### src/rtl/uart_pkg.sv
package uart_pkg;
  typedef enum logic {RX_IDLE = 1'b0, RX_BITS = 1'b1} rx_state_t;

  function automatic logic vote3(input logic [2:0] v);
    return (v[0] & v[1]) | (v[0] & v[2]) | (v[1] & v[2]);
  endfunction
endpackage

### src/rtl/uart_tx.sv
module uart_tx #(
  parameter int OVS = 16,
  parameter int DW  = 8
) (
  input  logic          clk,
  input  logic          rst,
  input  logic          tick,
  input  logic          mode9,
  input  logic          start,
  input  logic [DW-1:0] data,
  input  logic          bit9,
  output logic          busy,
  output logic          txd
);
  localparam int FW = DW + 3;
  localparam int CW = $clog2(OVS);
  localparam int NW = $clog2(FW + 1);

  logic [FW-1:0] sh;
  logic [CW-1:0] tcnt;
  logic [NW-1:0] left;

  always_ff @(posedge clk) begin
    if (rst) begin
      busy <= 1'b0;
      txd  <= 1'b1;
      sh   <= '1;
      tcnt <= '0;
      left <= '0;
    end else if (!busy) begin
      if (start) begin
        busy <= 1'b1;
        txd  <= 1'b0;
        sh   <= mode9 ? {1'b1, bit9, data, 1'b0} : {2'b11, data, 1'b0};
        left <= mode9 ? NW'(FW) : NW'(FW - 1);
        tcnt <= '0;
      end
    end else if (tick) begin
      if (tcnt == CW'(OVS - 1)) begin
        tcnt <= '0;
        sh   <= {1'b1, sh[FW-1:1]};
        left <= left - 1'b1;
        if (left == NW'(1)) begin
          busy <= 1'b0;
          txd  <= 1'b1;
        end else begin
          txd <= sh[1];
        end
      end else begin
        tcnt <= tcnt + 1'b1;
      end
    end
  end


  tx_launch_chk: assert property (@(posedge clk) disable iff (rst)
    (start && !busy) |=> (busy && !txd));


  tx_idle_chk: assert property (@(posedge clk) disable iff (rst)
    !busy |-> txd);
endmodule

### src/rtl/uart_rx.sv
module uart_rx
  import uart_pkg::*;
#(
  parameter int OVS = 16,
  parameter int DW  = 8
) (
  input  logic          clk,
  input  logic          rst,
  input  logic          tick,
  input  logic          mode9,
  input  logic          rxd_in,
  output logic          done,
  output logic [DW-1:0] data,
  output logic          bit9,
  output logic          ferr
);
  localparam int CW = $clog2(OVS);
  localparam int S0 = OVS / 2 - 1;
  localparam int S2 = OVS / 2 + 1;
  localparam int SW = DW + 2;
  localparam int IW = $clog2(DW + 3);

  rx_state_t     state;
  logic [1:0]    sync;
  logic [CW-1:0] cnt;
  logic [IW-1:0] idx;
  logic [1:0]    votes;
  logic [SW-1:0] sh;
  logic          m9;
  logic          line_hi;

  logic          rxs;
  logic          bitv;
  logic [SW-1:0] nsh;
  logic          last;

  always_comb begin
    rxs  = sync[1];
    bitv = vote3({votes, rxs});
    nsh  = {bitv, sh[SW-1:1]};
    last = (idx == (m9 ? IW'(DW + 2) : IW'(DW + 1)));
  end

  always_ff @(posedge clk) begin
    if (rst) begin
      sync    <= 2'b11;
      state   <= RX_IDLE;
      cnt     <= '0;
      idx     <= '0;
      votes   <= '0;
      sh      <= '0;
      m9      <= 1'b0;
      line_hi <= 1'b0;
      done    <= 1'b0;
      data    <= '0;
      bit9    <= 1'b0;
      ferr    <= 1'b0;
    end else begin
      sync <= {sync[0], rxd_in};
      done <= 1'b0;
      case (state)
        RX_IDLE: if (tick) begin
          if (rxs) begin
            line_hi <= 1'b1;
          end else if (line_hi) begin
            state   <= RX_BITS;
            line_hi <= 1'b0;
            cnt     <= CW'(1);
            idx     <= '0;
            m9      <= mode9;
          end
        end
        RX_BITS: if (tick) begin
          if (cnt >= CW'(S0) && cnt < CW'(S2)) votes <= {votes[0], rxs};
          if (cnt == CW'(S2)) begin
            if (idx == '0) begin
              if (bitv) state <= RX_IDLE;
            end else begin
              sh <= nsh;
              if (last) begin
                state <= RX_IDLE;
                done  <= 1'b1;
                data  <= m9 ? nsh[DW-1:0] : nsh[DW:1];
                bit9  <= m9 ? nsh[DW] : nsh[DW+1];
                ferr  <= !bitv;
              end
            end
          end
          if (cnt == CW'(OVS - 1)) begin
            cnt <= '0;
            idx <= idx + 1'b1;
          end else begin
            cnt <= cnt + 1'b1;
          end
        end
        default: state <= RX_IDLE;
      endcase
    end
  end
endmodule

### src/rtl/uart_addr_match.sv
module uart_addr_match #(
  parameter int DW = 8
) (
  input  logic [DW-1:0] rx,
  input  logic [DW-1:0] own,
  input  logic [DW-1:0] mask,
  output logic          hit
);
  logic [DW-1:0] bcast;
  logic          given_hit;
  logic          bcast_hit;

  always_comb begin
    bcast     = own | mask;
    given_hit = ((rx ^ own) & mask) == '0;
    bcast_hit = (rx & bcast) == bcast;
    hit       = given_hit | bcast_hit;
  end
endmodule

### src/rtl/uart_addr_port.sv
module uart_addr_port #(
  parameter int OVS = 16,
  parameter int DW  = 8
) (
  input  logic          clk,
  input  logic          rst,
  input  logic          tick,
  input  logic          mode9,
  input  logic          addr_filt_en,
  input  logic [DW-1:0] own_addr,
  input  logic [DW-1:0] addr_mask,
  input  logic [DW-1:0] tx_data,
  input  logic          tx_bit9,
  input  logic          tx_start,
  output logic          tx_busy,
  output logic          txd,
  input  logic          rxd,
  output logic [DW-1:0] rx_data,
  output logic          rx_bit9,
  output logic          rx_valid,
  input  logic          rx_ack,
  output logic          frame_err,
  output logic          overrun
);
  logic          rdone;
  logic [DW-1:0] rdata;
  logic          rb9;
  logic          rferr;
  logic          hit;
  logic          keep;

  uart_tx #(.OVS(OVS), .DW(DW)) u_tx (
    .clk(clk), .rst(rst), .tick(tick), .mode9(mode9), .start(tx_start),
    .data(tx_data), .bit9(tx_bit9), .busy(tx_busy), .txd(txd)
  );

  uart_rx #(.OVS(OVS), .DW(DW)) u_rx (
    .clk(clk), .rst(rst), .tick(tick), .mode9(mode9), .rxd_in(rxd),
    .done(rdone), .data(rdata), .bit9(rb9), .ferr(rferr)
  );

  uart_addr_match #(.DW(DW)) u_match (
    .rx(rdata), .own(own_addr), .mask(addr_mask), .hit(hit)
  );

  always_comb keep = !(addr_filt_en && mode9) || (rb9 && hit);

  always_ff @(posedge clk) begin
    if (rst) begin
      rx_data   <= '0;
      rx_bit9   <= 1'b0;
      rx_valid  <= 1'b0;
      frame_err <= 1'b0;
      overrun   <= 1'b0;
    end else begin
      if (rx_ack) begin
        rx_valid <= 1'b0;
        overrun  <= 1'b0;
      end
      if (rdone) begin
        frame_err <= rferr;
        if (keep) begin
          if (rx_valid && !rx_ack) begin
            overrun <= 1'b1;
          end else begin
            rx_data  <= rdata;
            rx_bit9  <= rb9;
            rx_valid <= 1'b1;
          end
        end
      end
    end
  end


  filt_pass_chk: assert property (@(posedge clk) disable iff (rst)
    ($rose(rx_valid) && $past(addr_filt_en && mode9)) |-> rx_bit9);


  valid_hold_chk: assert property (@(posedge clk) disable iff (rst)
    (rx_valid && !rx_ack) |=> (rx_valid && $stable(rx_data)));


  overrun_src_chk: assert property (@(posedge clk) disable iff (rst)
    $rose(overrun) |-> $past(rx_valid));
endmodule

### config.mk
export PLATFORM = sky130hd
export DESIGN_NAME = uart_addr_port
export DESIGN_NICKNAME = d
export VERILOG_FILES = /design/src/rtl/uart_pkg.sv /design/src/rtl/uart_tx.sv /design/src/rtl/uart_rx.sv /design/src/rtl/uart_addr_match.sv /design/src/rtl/uart_addr_port.sv
export SDC_FILE = /design/constraint.sdc
export NUM_CORES = 1
export LEC_CHECK = 0
export ABC_AREA = 1
export BUFFER_PORTS_ARGS = -buffer_cell sky130_fd_sc_hd__buf_2
export CAP_MARGIN = 15
export CORE_ASPECT_RATIO = 2
export CORE_MARGIN = 2
export CORE_UTILIZATION = 59
export CTS_BUF_LIST = sky130_fd_sc_hd__clkbuf_4 sky130_fd_sc_hd__clkbuf_8
export DETAILED_ROUTE_END_ITERATION = 6
export GPL_TIMING_DRIVEN = 0
export PLACE_DENSITY = 0.91
export SYNTH_ARGS = -nofsm -noshare
export SYNTH_HDL_FRONTEND = slang
export SYNTH_SLANG_ARGS = --single-unit
### constraint.sdc
create_clock -name clk -period 2.1 [get_ports clk]
set_input_delay 0.105 -clock clk [delete_from_list [all_inputs] [get_ports clk]]
set_output_delay 0.105 -clock clk [all_outputs]
set_load 0.005 [all_outputs]
==> results <==
- The flow ran to the end, and the final reports show no timing, DRC or antenna violations.
- The core region is 0.00537 mm^2.
- Wire segments on met3 add up to 345 um in the final route.
- The post-synthesis cell area is 0.00323 mm^2.
- In the final timing run, aggregate negative setup slack is 0 ns.
- The proportion of netlist area held by the largest area contributor is 40.9%.
- The number of synthesized register bits is 66.
- The length of the first detailed-routing pass in iterations is 5.
- The total congestion overflow is 0.
- The clock insertion delay at the later pin of the skew report is 0.36 ns.
- The starting density of the core is 60.2%.
- The number of resized instances in the post-cts repair step is 0.
- The finished layout cell area is 0.00377 mm^2.
- The final count of negative-setup-slack endpoints is 0.
- The post-route netlist has 17.3% of its cells at a drive strength greater than 1.
- The total area of multi-input combinational cells is 0.00155 mm^2.
- The share of total power in sequential cells is 49.5%.
- Detailed routing placed a total of 4140 um of wire on met2.
- In this run the cell area measured after placement is 0.00353 mm^2.
- The clock root buffer is clkbuf_8.
- The analysis attributes to net switching a power of 653 uW.
- The number of setup buffers added after CTS is 0.
- The H-tree was split into 3 levels.
- The fraction of registers with async set or reset after synthesis is 0%.
- TritonCTS created 9 clock buffers.
- The reported leakage power is 1.71 nW.
- Across the whole layout, storage elements account for 0.00132 mm^2.
- After legalization and detailed placement, the total HPWL measured 5500 um.
- The worst flop-to-flop path endpoint is u_rx.bit9.
- The number of nets at the end of the flow is 551.
- The count of nets left with antenna violations once routing finished came out at 0.
- For hold timing, the worst endpoint is u_tx.busy.
- The number of vias in the routed layout is 3179.
- The required time reported for the critical path endpoint is 2.38 ns.
- Compared with the post-synthesis result, the final layout area differs by 16.5%.
- For the worst setup path, the data arrival time is 2.14 ns.
- During synthesis, Yosys emitted a total of 0 warnings.
- By instance count, the leading cell after synthesis is nand2_1.
- The number of cell instances on the worst register-to-register path is 10.
- The number of buffers on the longest clock path is 2.
- The combined global-route utilization of all metal layers is 26.3%.
- The maximum frequency from static timing analysis is 540 MHz.
- The first routing iteration left 186 violations.
- The biggest area contributor in the post-synthesis netlist is dfxtp_1.
- Setup slack closes at 0.247 ns.
- The clock network is responsible for 41.9% of the overall power.
- The number of top-level pins is 47.
- The via count of the first global-routing pass is 3059.
- Dividing the detail-routed wire length by the instance count gives 12.9 um.
- Synthesis produced a netlist with a net count of 492.
- The max-slew violation count is 0.
- At the pin with the least slew margin, the transition time is 0.516 ns.
- Yosys attributes the largest share of cell area to dfxtp_1 (41%), nand2_1 (11%), inv_1 (7.8%).
- The peak supply drop is 0.000790 V.
- The unique cell type count in the Yosys netlist is 40.
- Wires add up to 7450 um.
- The most used flip-flop cell after synthesis is dfxtp_1.
- The worst hold path begins at tx_start.
- Synthesis produced a netlist whose cell count is 451.
- The path class of the tightest hold or removal check is in2reg.
- The total clock sinks is 66.
- After clock tree synthesis, the clock-pin slew on the worst setup and hold paths is 0.07 ns.
- The count of buffers added on input and output ports is 45.
- The DRC violation count after routing is 0.
- The die is 109 um tall.
- After synthesis, flip-flops and latches occupy 40.9% of the total area.
- Setup repair after global routing left no endpoint under its margin.
- The die is 56.3 um wide.
- Net switching is 24.8% of the power.
- The tightest slew margin relative to the limit is 65.6%.
- The post-route clock skew is 0.00757 ns.
- The uppermost signal routing layer after detailed routing is met4.
- The repair_antennas step left the layout with diodes totalling 0.
- The hold violation count in the final report was 0.
- The filler cell count in the final layout is 433.
- The part of the power in combinational logic is 8.6%.
- The design draws 2.63 mW.
- The die covers 0.00612 mm^2.
- In this run the critical register-to-register path is launched from u_rx.idx[0].
- The internal power contribution is 1.98 mW.
- TritonCTS built the clock tree.
- The final non-filler cell total is 575.
- The average size of a mapped cell is 7.17 um^2.
- The detailed router put a total of 2700 um of wire on met1.
- In the finished design, the share of the clock period the worst path needs comes to 88.2%.
- Counting I/O delays and the setup requirement, the final critical path takes 1.85 ns.
- The startpoint type of the worst setup path is a register.
- The reg2reg setup slack is 0.25 ns.
- After floorplanning, the core was divided into 38 placement rows.
- The wire length of the first global-routing pass is 12600 um.
- In the routed layout, each cell is associated on average with a via count of 5.53.
- The initial antenna violation count is 0.
- Power spread over the standard cell area amounts to 699 mW/mm^2.
- The worst setup path is of the reg2reg kind.
- The type of element capturing the critical path is a register.
- The placement-stage worst setup slack is 0.266 ns.
- The maximum number of pins on one net before global-route repair is 12.
- By count the netlist is led by nand2_1 (96), inv_1 (67), dfxtp_1 (66).
- The placer congestion estimate is 0.884.
- Max-cap violations in this run came to 0.
- Along the worst hold path, the cell count comes to 3.
- The placed cell count is 556.
- Counting flops with a built-in enable in the synthesized netlist gives 0.
- Of all nets on the critical path, the largest fanout is 10.
[cell families after synthesis]
logic type,after synthesis,synth area share (%)
AND/OR/NAND/NOR,183,24.7
AO/OA/AOI/OAI,103,19.7
buffers and inverters,89,11.0
flip-flops,66,40.9
adder cells (fa/ha/maj),8,3.10
XOR/XNOR,2,0.542
[worst max path at each step]
| stage | slack (ns) | to | from | cells after the start |
|---|---|---|---|---|
| 2_1_floorplan | 0.52 | u_rx.bit9 | u_rx.idx[0] | 10 |
| 3_3_place_gp | 0.33 | u_rx.data[1] | u_rx.idx[0] | 10 |
| 3_5_place_dp | 0.27 | u_rx.bit9 | u_rx.idx[0] | 10 |
| 4_1_cts | 0.25 | u_rx.bit9 | u_rx.idx[0] | 10 |
| 5_1_grt | 0.08 | u_rx.data[7] | u_rx.idx[0] | 10 |
| 6_report | 0.25 | u_rx.bit9 | u_rx.idx[0] | 10 |
[cell usage in the layout, fill, tap and decap left out, types with 2 or more instances in the layout]
| cell type | netlist | final |
|---|---|---|
| a211oi_1 | 5 | 5 |
| a21oi_1 | 30 | 30 |
| a31oi_1 | 2 | 2 |
| a31oi_2 | 3 | 3 |
| buf_1 | 4 | 4 |
| buf_2 | 3 | 48 |
| clkbuf_1 | 8 | 8 |
| clkbuf_8 | 0 | 11 |
| clkinv_2 | 0 | 3 |
| dfxtp_1 | 66 | 66 |
| dlygate4sd3_1 | 0 | 3 |
| ha_1 | 8 | 8 |
| inv_1 | 67 | 67 |
| inv_2 | 5 | 5 |
| nand2_1 | 96 | 96 |
| nand3_1 | 14 | 14 |
| nand3_2 | 2 | 2 |
| nand4_1 | 12 | 12 |
| nand4_2 | 2 | 2 |
| nor2_1 | 50 | 50 |
| nor3_1 | 2 | 2 |
| o21ai_0 | 38 | 38 |
| o21ai_2 | 4 | 4 |
| o311ai_0 | 9 | 9 |
| or2_2 | 2 | 2 |
| xor2_1 | 2 | 2 |
[state kept, by name, summed over array words and instances (netlist names)]
signal / flops
u_rx.state: 1
rx_data: 8
u_rx.idx: 4
u_rx.votes: 2
u_rx.line_hi: 1
u_rx.sync: 2
rx_bit9: 1
u_rx.m9: 1
u_rx.bit9: 1
u_rx.cnt: 4
u_tx.busy: 1
rx_valid: 1
u_rx.ferr: 1
u_rx.sh: 9
u_tx.left: 4
u_tx.sh: 9
u_tx.txd: 1
u_tx.tcnt: 4
overrun: 1
u_rx.data: 8
u_rx.done: 1
frame_err: 1
[power groups by stage]
| stage | clock network [mW] | registers, mW | logic [mW] |
|---|---|---|---|
| global placement | 0 | 1.33 | 0.210 |
| floorplan | 0 | 1.33 | 0.140 |
| detailed placement | 0 | 1.33 | 0.218 |
| global route | 1.15 | 1.31 | 0.256 |
| finish | 1.10 | 1.30 | 0.226 |
| CTS | 1.11 | 1.30 | 0.224 |
[area by class of cell]
class	instances	share of cell area (%)
multi-input combinational	296	41.3
sequential	66	35.1
inverter	73	7.34
buffer	16	2.13
tap	60	1.99
timing repair buffer	48	6.78
clock inverter	5	1.40
clock buffer	11	4.02
[metal layers]
metal / up-vias / GRT usage, %
li1: 1589 / -
met1: 1458 / 23.9
met2: 107 / 50.8
met5: - / 0
met4: 0 / 15.5
met3: 25 / 6.52
[timing repair]
action	CTS	global route
hold buffers	3	0
setup endpoints to repair	0	0
hold endpoints to repair	3	0
[stage by stage]
step	util (%)	hold slack, ns
after global routing	70.1	0.101
after CTS	70.1	0.0772
after detailed placement	65.7	0.291
after floorplan	-	0.209
final	70.1	0.0867
after global placement	65.7	0.291
[critical path, stage by stage (launching register included)]
cell and delay, ns:
dfxtp_1 0.41, inv_1 0.11, ha_1 0.22, nand3_2 0.09, nand2_1 0.09, nor2_4 0.24
inv_4 0.12, nor2_8 0.15, buf_12 0.15, o21ai_2 0.05, a31oi_2 0.15
(Power assumes the default switching activity.)
